<file path="src/rtl/irqc_pkg.sv">
package irqc_pkg;

  typedef enum logic {
    POL_SEQ  = 1'b0,
    POL_NEST = 1'b1
  } policy_e;

  // index of the highest set bit of a vector (0 when empty)
  function automatic int unsigned msb_idx(input logic [31:0] v);
    int unsigned r;
    r = 0;
    for (int i = 0; i < 32; i++) begin
      if (v[i]) r = i;
    end
    return r;
  endfunction

endpackage

</file>
<file path="src/rtl/irqc_pendq.sv">
module irqc_pendq #(
  parameter int NSRC = 4,
  parameter int IDW  = (NSRC > 1) ? $clog2(NSRC) : 1
) (
  input  logic            clk,
  input  logic            rst_n,
  input  logic [NSRC-1:0] req,
  input  logic            take,
  input  logic [IDW-1:0]  take_id,
  output logic [NSRC-1:0] pend,
  output logic [IDW-1:0]  head_id,
  output logic            q_nonempty
);
  localparam int CW = $clog2(NSRC + 1);

  logic [NSRC-1:0] pend_q, pend_d, take_mask, arrive;
  logic [IDW-1:0]  slot_q [NSRC];
  logic [IDW-1:0]  slot_d [NSRC];
  logic [CW-1:0]   cnt_q, cnt_d;
  logic            upd;

  always_comb begin
    take_mask = '0;
    if (take) take_mask[take_id] = 1'b1;
    pend_d = (pend_q & ~take_mask) | req;
    arrive = req & ~(pend_q & ~take_mask);
  end

  // compaction of the taken entry, then append of new arrivals
  always_comb begin
    int pos;
    int wr;
    pos = NSRC;
    for (int i = 0; i < NSRC; i++) begin
      if (take && (i < int'(cnt_q)) && (slot_q[i] == take_id) && (pos == NSRC)) pos = i;
    end
    for (int i = 0; i < NSRC; i++) begin
      if ((i >= pos) && (i + 1 < NSRC)) slot_d[i] = slot_q[i+1];
      else                              slot_d[i] = slot_q[i];
    end
    wr = int'(cnt_q) - ((pos < NSRC) ? 1 : 0);
    for (int k = NSRC - 1; k >= 0; k--) begin
      if (arrive[k] && (wr < NSRC)) begin
        slot_d[wr] = IDW'(k);
        wr = wr + 1;
      end
    end
    cnt_d = CW'(wr);
  end

  assign upd = take | (|req);

  always_ff @(posedge clk or negedge rst_n) begin
    if (!rst_n) begin
      pend_q <= '0;
      cnt_q  <= '0;
      for (int i = 0; i < NSRC; i++) slot_q[i] <= '0;
    end else if (upd) begin
      pend_q <= pend_d;
      cnt_q  <= cnt_d;
      for (int i = 0; i < NSRC; i++) slot_q[i] <= slot_d[i];
    end
  end

  assign pend       = pend_q;
  assign head_id    = slot_q[0];
  assign q_nonempty = (cnt_q != '0);

  AST_QUEUE_TRACKS_PEND: assert property (@(posedge clk) disable iff (!rst_n)
    int'(cnt_q) == $countones(pend_q));
  AST_HEAD_IS_PENDING: assert property (@(posedge clk) disable iff (!rst_n)
    (cnt_q != '0) |-> pend_q[slot_q[0]]);

endmodule

</file>
<file path="src/rtl/irqc_arb.sv">
module irqc_arb
  import irqc_pkg::*;
#(
  parameter int NSRC = 4,
  parameter int IDW  = (NSRC > 1) ? $clog2(NSRC) : 1
) (
  input  policy_e         pol,
  input  logic [NSRC-1:0] pend,
  input  logic [IDW-1:0]  head_id,
  input  logic            q_nonempty,
  input  logic [NSRC-1:0] isr,
  output logic            irq,
  output logic [IDW-1:0]  sel_id
);
  logic [IDW-1:0] top_pend, top_isr;

  always_comb begin
    top_pend = IDW'(msb_idx(32'(pend)));
    top_isr  = IDW'(msb_idx(32'(isr)));
    if (pol == POL_SEQ) begin
      irq    = (isr == '0) && q_nonempty;
      sel_id = head_id;
    end else begin
      irq    = (pend != '0) && ((isr == '0) || (top_pend > top_isr));
      sel_id = top_pend;
    end
  end

endmodule

</file>
<file path="src/rtl/irqc_svc.sv">
module irqc_svc
  import irqc_pkg::*;
#(
  parameter int NSRC = 4,
  parameter int IDW  = (NSRC > 1) ? $clog2(NSRC) : 1
) (
  input  logic            clk,
  input  logic            rst_n,
  input  logic            ack_ok,
  input  logic [IDW-1:0]  ack_id,
  input  logic            eos,
  output logic [NSRC-1:0] isr
);
  logic [NSRC-1:0] isr_q, isr_d, clr, set;
  logic            en;

  always_comb begin
    clr = '0;
    set = '0;
    if (eos && (isr_q != '0)) clr[msb_idx(32'(isr_q))] = 1'b1;
    if (ack_ok) set[ack_id] = 1'b1;
    isr_d = (isr_q & ~clr) | set;
  end

  assign en = ack_ok | eos;

  always_ff @(posedge clk or negedge rst_n) begin
    if (!rst_n)  isr_q <= '0;
    else if (en) isr_q <= isr_d;
  end

  assign isr = isr_q;

  AST_EOS_RETIRES_ONE: assert property (@(posedge clk) disable iff (!rst_n)
    (eos && !ack_ok && (isr_q != '0)) |=> ($countones(isr_q) + 1 == $countones($past(isr_q))));
  AST_ACK_MARKS: assert property (@(posedge clk) disable iff (!rst_n)
    ack_ok |=> isr_q[$past(ack_id)]);

endmodule

</file>
<file path="src/rtl/irqc_top.sv">
module irqc_top
  import irqc_pkg::*;
#(
  parameter int NSRC = 4,
  localparam int IDW = (NSRC > 1) ? $clog2(NSRC) : 1
) (
  input  logic            clk,
  input  logic            rst_n,
  input  logic            nest_i,
  input  logic [NSRC-1:0] req_i,
  input  logic            ack_i,
  input  logic            eos_i,
  output logic            irq_o,
  output logic [IDW-1:0]  src_id_o,
  output logic [NSRC-1:0] isr_o
);
  logic [1:0]      rs_q;
  logic            rst_s_n;
  logic [NSRC-1:0] pend;
  logic [IDW-1:0]  head_id;
  logic            q_nonempty;
  logic            ack_ok;
  policy_e         pol;

  // asynchronous assert, synchronous release
  always_ff @(posedge clk or negedge rst_n) begin
    if (!rst_n) rs_q <= 2'b00;
    else        rs_q <= {rs_q[0], 1'b1};
  end
  assign rst_s_n = rs_q[1];

  assign pol    = policy_e'(nest_i);
  assign ack_ok = ack_i & irq_o;

  irqc_pendq #(.NSRC(NSRC), .IDW(IDW)) u_pendq (
    .clk(clk), .rst_n(rst_s_n), .req(req_i),
    .take(ack_ok), .take_id(src_id_o),
    .pend(pend), .head_id(head_id), .q_nonempty(q_nonempty)
  );

  irqc_arb #(.NSRC(NSRC), .IDW(IDW)) u_arb (
    .pol(pol), .pend(pend), .head_id(head_id), .q_nonempty(q_nonempty),
    .isr(isr_o), .irq(irq_o), .sel_id(src_id_o)
  );

  irqc_svc #(.NSRC(NSRC), .IDW(IDW)) u_svc (
    .clk(clk), .rst_n(rst_s_n), .ack_ok(ack_ok), .ack_id(src_id_o),
    .eos(eos_i), .isr(isr_o)
  );

  AST_QUIET_AFTER_RESET: assert property (@(posedge clk)
    !rst_s_n |-> (!irq_o && (isr_o == '0)));
  AST_IRQ_NAMES_PENDING: assert property (@(posedge clk) disable iff (!rst_s_n)
    irq_o |-> pend[src_id_o]);
  AST_SEQ_HOLDS_OFF: assert property (@(posedge clk) disable iff (!rst_s_n)
    (!nest_i && (isr_o != '0)) |-> !irq_o);
  AST_NEST_NOT_ACTIVE: assert property (@(posedge clk) disable iff (!rst_s_n)
    (nest_i && irq_o) |-> !isr_o[src_id_o]);
  AST_STRAY_ACK: assert property (@(posedge clk) disable iff (!rst_s_n)
    (ack_i && !irq_o && !eos_i) |=> $stable(isr_o));

endmodule

</file>
<file path="config.mk">
export PLATFORM = sky130hd
export DESIGN_NAME = irqc_top
export DESIGN_NICKNAME = d
export VERILOG_FILES = /design/src/rtl/irqc_pkg.sv /design/src/rtl/irqc_pendq.sv /design/src/rtl/irqc_arb.sv /design/src/rtl/irqc_svc.sv /design/src/rtl/irqc_top.sv
export SDC_FILE = /design/constraint.sdc
export NUM_CORES = 1
export LEC_CHECK = 0
export BUFFER_PORTS_ARGS = -buffer_cell sky130_fd_sc_hd__buf_2
export CELL_PAD_IN_SITES_DETAIL_PLACEMENT = 1
export CELL_PAD_IN_SITES_GLOBAL_PLACEMENT = 1
export CORE_UTILIZATION = 40
export CTS_CLUSTER_DIAMETER = 100
export DETAILED_ROUTE_END_ITERATION = 8
export GPL_ROUTABILITY_DRIVEN = 0
export PLACE_DENSITY = 0.82
export SLEW_MARGIN = 15
export SYNTH_ARGS = -nofsm -noshare
export SYNTH_HDL_FRONTEND = slang
export SYNTH_SLANG_ARGS = --single-unit
</file>
<file path="constraint.sdc">
create_clock -name clk -period 2 [get_ports clk]
set_clock_uncertainty 0.15 [all_clocks]
set_input_delay 0.4 -clock clk [delete_from_list [all_inputs] [get_ports clk]]
set_output_delay 0.4 -clock clk [all_outputs]
set_load 0.05 [all_outputs]
</file>
==> summary.txt, run 1 <==
outcome: stopped before the end
stage where the flow stopped: 4_1_cts
Tool Error: [ERROR DPL-0033] detailed placement checks failed during check placement.
CTS max path bufs: 2
area share of the largest cell type after synthesis: 22.0%
share of synthesized flip-flops with an asynchronous set or reset: 100%
dpl cells: 480
post-synthesis instance area: 2390 sq um
mean area per synthesized cell: 8.49 sq um
hpwl dp: 9460 microns
library cell with the largest summed area after synthesis: sky130_fd_sc_hd__dfrtp_1
register bit total from synthesis: 21
post-synthesis cell count: 281
number of warnings issued by yosys: 0
Post-CTS Setup Bufs: 42
hold-fix buffer count after cts: 1
Die Y: 79.2 microns
Synth area leaders: sky130_fd_sc_hd__dfrtp_1 22%, sky130_fd_sc_hd__ha_1 11%, sky130_fd_sc_hd__xnor2_1 4.8%
count of cells resized by post-cts repair: 95
library cell with the highest instance count after synthesis: sky130_fd_sc_hd__nand2_1
chip width: 79.2 microns
leading cell types by count after synthesis: 27 x sky130_fd_sc_hd__nand2_1, 21 x sky130_fd_sc_hd__dfrtp_1, 21 x sky130_fd_sc_hd__ha_1, 21 x sky130_fd_sc_hd__inv_1
Buffers on Ports: 15
sequential fraction of the synthesis area: 22.0%
number of buffers created by CTS: 3
distinct cell type count after synthesis: 71
number of synthesized flops with an enable pin: 0
total placed instance area: 3560 sq um
starting density of the core: 42.3%
Most used DFF post-synth: sky130_fd_sc_hd__dfrtp_1
count of H-tree levels built during CTS: 1
clock net sink count: 21
clock root buffer master: sky130_fd_sc_hd__clkbuf_8
IO Count: 16
Synthesized Nets: 311
Post-Place Setup Slack: -3.81 ns
number of placement rows: 27
[through the flow]
step,setup TNS [ns],util [%]
after floorplan,-42.15,-
after global placement,-38.22,63.1
after detailed placement,-44.93,63.1
[kinds of logic after synthesis]
group                    share of synthesized area (%)
buffers and inverters                             6.13
multiplexers                                      3.83
flip-flops                                        22.0
AO/OA/AOI/OAI                                     31.1
other                                            0.157
XOR/XNOR                                          5.87
AND/OR/NAND/NOR                                   19.8
adder cells (fa/ha/maj)                           11.0
==> run 2: changes to the inputs <==
CELL_PAD_IN_SITES_DETAIL_PLACEMENT = not set   (was 1)
CELL_PAD_IN_SITES_GLOBAL_PLACEMENT = not set   (was 1)
CORE_UTILIZATION = 25   (was 40)
CTS_CLUSTER_DIAMETER = not set   (was 100)
PLACE_DENSITY = not set   (was 0.82)
PLACE_DENSITY_LB_ADDON = 0.15   (was not set)
clock period = 2.6 ns   (was 2 ns; I/O delays follow)
==> run 2 against run 1 <==
Effect of this change: the flow now finishes, with violations (setup timing); synthesized cell count did not move; synthesized area stayed put.
==> summary.txt, run 2 <==
part of the cycle the worst path needs: 208%
clock net sink count: 21 (unchanged)
count of H-tree levels built during CTS: 1 (unchanged)
Synth area leaders: sky130_fd_sc_hd__dfrtp_1 22%, sky130_fd_sc_hd__ha_1 11%, sky130_fd_sc_hd__xnor2_1 4.8%
max-cap viol count: 0
data arrival time at the worst-slack endpoint: 5.41 ns
CP max-delay cell: sky130_fd_sc_hd__dfrtp_2
share of synthesized flip-flops with an asynchronous set or reset: 100% (unchanged)
element type at the critical path end: register
clock tree from TritonCTS: done
via total after detailed routing: 2748
Buffers on Ports: 15 (unchanged)
library cell with the largest summed area after synthesis: sky130_fd_sc_hd__dfrtp_1
distinct cell type count after synthesis: 71 (unchanged)
starting density of the core: 25.8% (-16 points)
number of placement rows: 35 (+30%)
largest register by flop count: u_pendq.slot_q
chip width: 99.7 microns (+26%)
Tmin final: 5.40 ns
Register-to-Register Setup Slack: -2.80 ns
total placed instance area: 3710 sq um (+4.2%)
final-report hold violation count: 0
cell area after layout: 4150 sq um
area share of the largest cell type after synthesis: 22.0% (unchanged)
total routing usage reported by global routing: 18.5%
IO Count: 16 (unchanged)
per-cell via count in the routed design: 4.81
area inside the core boundary: 9240 sq um
unrepaired setup endpoints after global routing: yes
antenna viol nets, final: 0
failing checks: setup timing
fill cell total of the finished layout: 932
register bit total from synthesis: 21 (unchanged)
number of buffers created by CTS: 3 (unchanged)
remaining routing DRC violations: 0
clk_lat worst skew: 0.27 ns
first-pass GRT wire length: 14400 microns
library cell with the highest instance count after synthesis: sky130_fd_sc_hd__nand2_1
Fin Hold WS: 0.214 ns
sequential fraction of the synthesis area: 22.0% (unchanged)
hpwl dp: 7440 microns (-21%)
Crit path required time: 2.62 ns
first-pass iteration count of the detailed router: 4
Layout area overhead: 73.8%
most common cell after layout, fill and taps aside: sky130_fd_sc_hd__buf_4
post-synthesis instance area: 2390 sq um (unchanged)
post-synthesis cell count: 281 (unchanged)
clock input transition at the sequential cells of the worst setup and hold paths: 0.10 ns
element type at the critical path start: register
mean area per synthesized cell: 8.49 sq um (unchanged)
worst slew pin tran: 0.873 ns
DRT Wirelength: 8880 microns
initial detailed-routing violation count: 127
Die Y: 99.7 microns (+26%)
vias in the first global route: 2821
number of warnings issued by yosys: 0 (unchanged)
type of the worst setup path: register to register
commonest cells after routing, fill and taps aside: 146 x sky130_fd_sc_hd__buf_4, 25 x sky130_fd_sc_hd__nand2_1, 18 x sky130_fd_sc_hd__dfrtp_1
Fmax: 0.185 GHz
final count of pins violating max slew: 0
maximum number of pins on one net before global-route repair: 20
Synthesized Nets: 311 (unchanged)
clock root buffer master: sky130_fd_sc_hd__clkbuf_8
Slew headroom: 41.8%
largest fanout on the critical path: 3
number of synthesized flops with an enable pin: 0 (unchanged)
Most used DFF post-synth: sky130_fd_sc_hd__dfrtp_1
initial antenna violation count: 0
CTS max path bufs: 2 (unchanged)
classification of the worst-slack hold path: register to register
share of post-route cells with drive strength above 1: 55.2%
setup slack of the critical path after layout: -2.80 ns
outcome: finished with violations
slowest stage delay, CP: 0.41 ns
Setup violations, final: 12
final-stage net count: 473
leading cell types by count after synthesis: 27 x sky130_fd_sc_hd__nand2_1, 21 x sky130_fd_sc_hd__dfrtp_1, 21 x sky130_fd_sc_hd__ha_1, 21 x sky130_fd_sc_hd__inv_1
average wire per standard cell: 15.5 microns
number of antenna diodes: 0
die area: 9940 sq um
most prevalent standard cell on the critical path: sky130_fd_sc_hd__ha_4
GRT overflow: 0
Largest register FFs: 6
## run 2: cell counts after synthesis
Identical to the previous run, type by type.
## run 2: area by class of cell
cell class	instances	area, sq um	area share [%]
inverter	21	78.8	1.90
multi-input combinational	230	2090	50.4
sequential	21	529	12.8
clock inverter	1	7.51	0.181
timing repair buffer	166	1240	29.9
clock buffer	3	41.3	0.995
tap	129	161	3.89
## run 2: worst max-delay path: cells and delay by family (launching register included)
family	cells	cell delay (ns)
adders and majority gates	5	1.06
muxes	3	0.76
AOI/OAI and AO/OA	12	1.98
DFF	1	0.41
buffers and inverters	3	0.27
and+or+nand+nor	6	0.69
## run 2: metrics by stage
step	TNS [ns]	util, %	setup slack, ns	instances
final	-29.69	44.9	-2.80	571
after global routing	-32.57	44.9	-3.08	571
after CTS	-30.90	42.8	-2.89	563
after detailed placement	-31.91	40.1	-3.04	551
after global placement	-30.83	40.1	-2.94	551
after floorplan	-35.20	-	-3.26	281
## run 2: repair_timing
| item | in CTS | in global routing |
|---|---|---|
| resized for setup | 28 | 24 |
| buffers inserted | 7 | 10 |
| pin swaps | 24 | 23 |
| endpoints found under the setup margin | 13 | 14 |
| hold buffers | 1 | 0 |
| endpoints found under the hold margin | 2 | 0 |
## run 2: final timing paths
kind | start | end | depth (start not counted)
min | rs_q[0] | rs_q[1] | 0
min in group asynchronous | rs_q[1] | u_svc.isr[1] | 0
max | u_svc.isr[2] | u_pendq.cnt_q[1] | 29
min reg2reg | rs_q[0] | rs_q[1] | 0
max reg2reg | u_svc.isr[2] | u_pendq.cnt_q[1] | 29
max in group asynchronous | rs_q[1] | u_svc.isr[3] | 0
## run 2: logic make-up after synthesis
kind of cell               after synthesis  synth area share [%]
AOI/OAI and AO/OA                       94                  31.1
DFF                                     21                  22.0
adders and majority gates               21                  11.0
muxes                                    9                  3.83
other                                    1                 0.157
xor gates and xnor gates                16                  5.87
and+or+nand+nor                         89                  19.8
buffers and inverters                   30                  6.13
## run 2: layer usage
layer	vias to the layer above	part of all wire [%]	track usage, %	wire length [microns]
li1	1371	-	-	-
met3	4	3.2	1.62	281
met4	0	0.87	1.81	77
met5	-	0	0	0
met2	42	50	33.4	4410
met1	1331	46	24.5	4110
Power of run 2 is not shown: default switching activity piles up to over one toggle a cycle in this logic, so the estimate is an artifact.
==> run 3: changes to the inputs <==
CTS_BUF_LIST = sky130_fd_sc_hd__clkbuf_8   (was not set)
SLEW_MARGIN = not set   (was 15)
SYNTH_HIERARCHICAL = 1   (was not set)
==> run 3 against run 2 <==
Effect of this change: the flow still finishes with violations (setup timing); core utilization about the same; fmax shrank 13%; sequential share of layout area shrank 0.81 points; global-route usage shrank 0.18 points; design area rose by 6.8%; worst setup slack lost 0.83 ns; worst hold slack worse by 0.031 ns.
==> summary.txt, run 3 <==
post-synthesis cell count: 331 (+18%)
Buffers on Ports: 15 (unchanged)
largest register by flop count: u_pendq/slot_q
Register-to-Register Setup Slack: -3.63 ns (-0.83 ns)
Layout area overhead: 72.6%
power consumption: 6.77 mW
most common cell after layout, fill and taps aside: sky130_fd_sc_hd__buf_4
via total after detailed routing: 3089 (+12%)
library cell with the largest summed area after synthesis: sky130_fd_sc_hd__dfrtp_1
final-report hold violation count: 0 (unchanged)
post-synthesis instance area: 2570 sq um (+7.6%)
share of synthesized flip-flops with an asynchronous set or reset: 100% (unchanged)
Synth area leaders: sky130_fd_sc_hd__dfrtp_1 20%, sky130_fd_sc_hd__ha_1 13%, sky130_fd_sc_hd__nand2_1 6.3%
fill cell total of the finished layout: 965 (+3.5%)
initial detailed-routing violation count: 106 (-17%)
per-cell via count in the routed design: 4.82 (+0.13%)
element type at the critical path end: register
RR Startpoint: u_pendq/pend[3]
GRT overflow: 0 (unchanged)
clock root buffer master: sky130_fd_sc_hd__clkbuf_8
area share of the largest cell type after synthesis: 20.5% (-1.5 points)
outcome: finished with violations
hpwl dp: 7350 microns (-1.2%)
area inside the core boundary: 9860 sq um (+6.8%)
distinct cell type count after synthesis: 71 (unchanged)
element type at the critical path start: register
commonest cells after routing, fill and taps aside: 163 x sky130_fd_sc_hd__buf_4, 41 x sky130_fd_sc_hd__nand2_1, 22 x sky130_fd_sc_hd__nor2_1
first-pass GRT wire length: 14900 microns (+4.0%)
Most used DFF post-synth: sky130_fd_sc_hd__dfrtp_1
IO Count: 16 (unchanged)
part of the cycle the worst path needs: 240% (+32 points)
vias in the first global route: 3134 (+11%)
CP max-delay cell: sky130_fd_sc_hd__or4_4
Synthesized Nets: 366 (+18%)
Cell Pwr Density: 1530 nW/um^2
clock net sink count: 21 (unchanged)
CTS max path bufs: 2 (unchanged)
Fmax: 0.161 GHz (-13%)
Leak Pwr: 2.09 nW
die area: 10700 sq um (+7.4%)
Die Y: 103 microns (+3.6%)
antenna viol nets, final: 0 (unchanged)
number of buffers created by CTS: 3 (unchanged)
library cell with the highest instance count after synthesis: sky130_fd_sc_hd__nand2_1
setup slack of the critical path after layout: -3.63 ns (-0.831 ns)
non-filler cells in the finished layout: 641 (+12%)
first-pass iteration count of the detailed router: 4 (unchanged)
final count of pins violating max slew: 0 (unchanged)
starting density of the core: 26.0% (+0.19 points)
DRT Wirelength: 9310 microns (+4.9%)
Peak VDD IR: 0.765 mV
register bit total from synthesis: 21 (unchanged)
worst r2r path cells: 29 (unchanged)
leading cell types by count after synthesis: 43 x sky130_fd_sc_hd__nand2_1, 26 x sky130_fd_sc_hd__ha_1, 25 x sky130_fd_sc_hd__a21oi_1, 23 x sky130_fd_sc_hd__nor2_1, 22 x sky130_fd_sc_hd__inv_1
most prevalent standard cell on the critical path: sky130_fd_sc_hd__ha_4
slowest stage delay, CP: 0.52 ns (+0.11 ns)
Largest register FFs: 6 (unchanged)
chip width: 103 microns (+3.6%)
Tmin final: 6.23 ns (+0.831 ns)
sequential fraction of the synthesis area: 20.5% (-1.5 points)
number of synthesized flops with an enable pin: 0 (unchanged)
dpl cells: 596 (+8.2%)
worst slew pin tran: 0.809 ns (-0.0645 ns)
capturing point of the worst reg2reg path: u_pendq/cnt_q[1]
final-stage net count: 544 (+15%)
number of warnings issued by yosys: 6 (+6)
average wire per standard cell: 14.5 microns (-6.5%)
number of placement rows: 36 (+2.9%)
failing checks: setup timing
data arrival time at the worst-slack endpoint: 6.24 ns (+0.83 ns)
largest fanout on the critical path: 4 (+1)
mean area per synthesized cell: 7.75 sq um (-8.7%)
clk_lat worst skew: 0.27 ns (about the same)
type of the worst setup path: register to register
share of post-route cells with drive strength above 1: 49.4% (-5.8 points)
Crit path required time: 2.61 ns (about the same)
clock input transition at the sequential cells of the worst setup and hold paths: 0.08 ns (-0.02 ns)
total routing usage reported by global routing: 18.3% (-0.18 points)
classification of the worst-slack hold path: register to asynchronous set/reset pin
Setup violations, final: 14 (+2)
unrepaired setup endpoints after global routing: yes
initial antenna violation count: 0 (unchanged)
Slew headroom: 46.1% (+4.3 points)
remaining routing DRC violations: 0 (unchanged)
maximum number of pins on one net before global-route repair: 20 (unchanged)
count of H-tree levels built during CTS: 1 (unchanged)
number of antenna diodes: 0 (unchanged)
clock tree from TritonCTS: done
max-cap viol count: 0 (unchanged)
[run 3: cell types whose count changed in the layout (fill, tap and decap cells not counted), moves of 4 or more]
| cell | before | now |
|---|---|---|
| sky130_fd_sc_hd__o21ai_0 | 6 | 12 |
| sky130_fd_sc_hd__o211ai_1 | 6 | 2 |
| sky130_fd_sc_hd__nand2_1 | 25 | 41 |
| sky130_fd_sc_hd__a21oi_1 | 12 | 20 |
| sky130_fd_sc_hd__nor4_1 | 5 | 1 |
| sky130_fd_sc_hd__buf_4 | 146 | 163 |
| sky130_fd_sc_hd__nor2_1 | 13 | 22 |
| sky130_fd_sc_hd__mux2i_1 | 5 | 11 |
| sky130_fd_sc_hd__ha_1 | 11 | 16 |
| sky130_fd_sc_hd__a31oi_1 | 6 | 2 |
| sky130_fd_sc_hd__nor3_1 | 1 | 5 |
| sky130_fd_sc_hd__inv_2 | 4 | 0 |
| sky130_fd_sc_hd__nand3_1 | 1 | 14 |
[run 3: worst max-delay path, delay by kind of cell, from the launching register on]
family,cells,cell delay (ns)
fa+ha+maj,5,1.23
compound gates,10,1.79
flops,1,0.41
mux,1,0.25
simple gates,10,1.96
buf+inv,3,0.31
[run 3: metrics by stage]
stage	area, sq um	setup TNS (ns)	worst slack [ns]	hold WS [ns]	utilization, %
4_1_cts	4320	-38.53	-3.63	0.209	43.8
3_3_place_gp	3900	-40.78	-3.79	0.155	39.5
3_5_place_dp	3900	-41.58	-3.86	0.158	39.5
6_report	4430	-38.78	-3.63	0.183	44.9
5_1_grt	4430	-42.50	-3.93	0.224	44.9
2_1_floorplan	2750	-44.38	-4.05	0.0744	-
[run 3: per-layer routing]
metal / vias to the layer above / routed length (microns) / track usage (%)
met3: 19 / 218 / 0.806
met1: 1464 / 4090 / 21.4
met2: 51 / 4760 / 35.2
met5: - / 0 / 0
met4: 0 / 245 / 6.39
li1: 1555 / - / -
[run 3: area by class of cell]
type	count	area (sq um)	area share [%]
clock buffer	3	41.3	0.932
clock inverter	1	5.00	0.113
inverter	22	90.1	2.03
multi-input combinational	277	2210	50.0
sequential	21	529	12.0
tap	133	166	3.76
timing repair buffer	184	1380	31.3
[run 3: cells by family after synthesis]
logic type / after synthesis / share of synthesized area, %
mux: 14 / 5.56
xor+xnor: 16 / 5.46
other cells: 1 / 0.146
flops: 21 / 20.5
compound gates: 92 / 24.9
buf+inv: 33 / 5.56
simple gates: 128 / 25.3
fa+ha+maj: 26 / 12.7
[run 3: worst max path at each step]
stage,start,to,depth (start not counted)
after detailed placement,u_pendq/pend[3],u_pendq/cnt_q[1],29
after CTS,u_pendq/pend[2],u_pendq/cnt_q[1],29
final,u_pendq/pend[3],u_pendq/cnt_q[1],29
after floorplan,u_pendq/pend[3],u_pendq/cnt_q[1],29
after global routing,u_pendq/pend[3],u_pendq/cnt_q[1],29
after global placement,u_pendq/pend[2],u_pendq/cnt_q[1],29
[run 3: power breakdown]
group / switching (mW) / internal, mW / total, mW
sequential: 0.0951 / 0.457 / 0.553
combinational: 2.86 / 3.14 / 6.00
clock: 0.115 / 0.107 / 0.222
total: 3.07 / 3.70 / 6.77
[run 3: timing repair]
item,in CTS,in global routing
setup buffers,37,5
hold buffers,1,0
setup endpoints to repair,14,14
endpoints found under the hold margin,2,0
pin swaps,22,9
gates resized for setup,21,14
gates cloned,0,0
(Power assumes the default switching activity.)
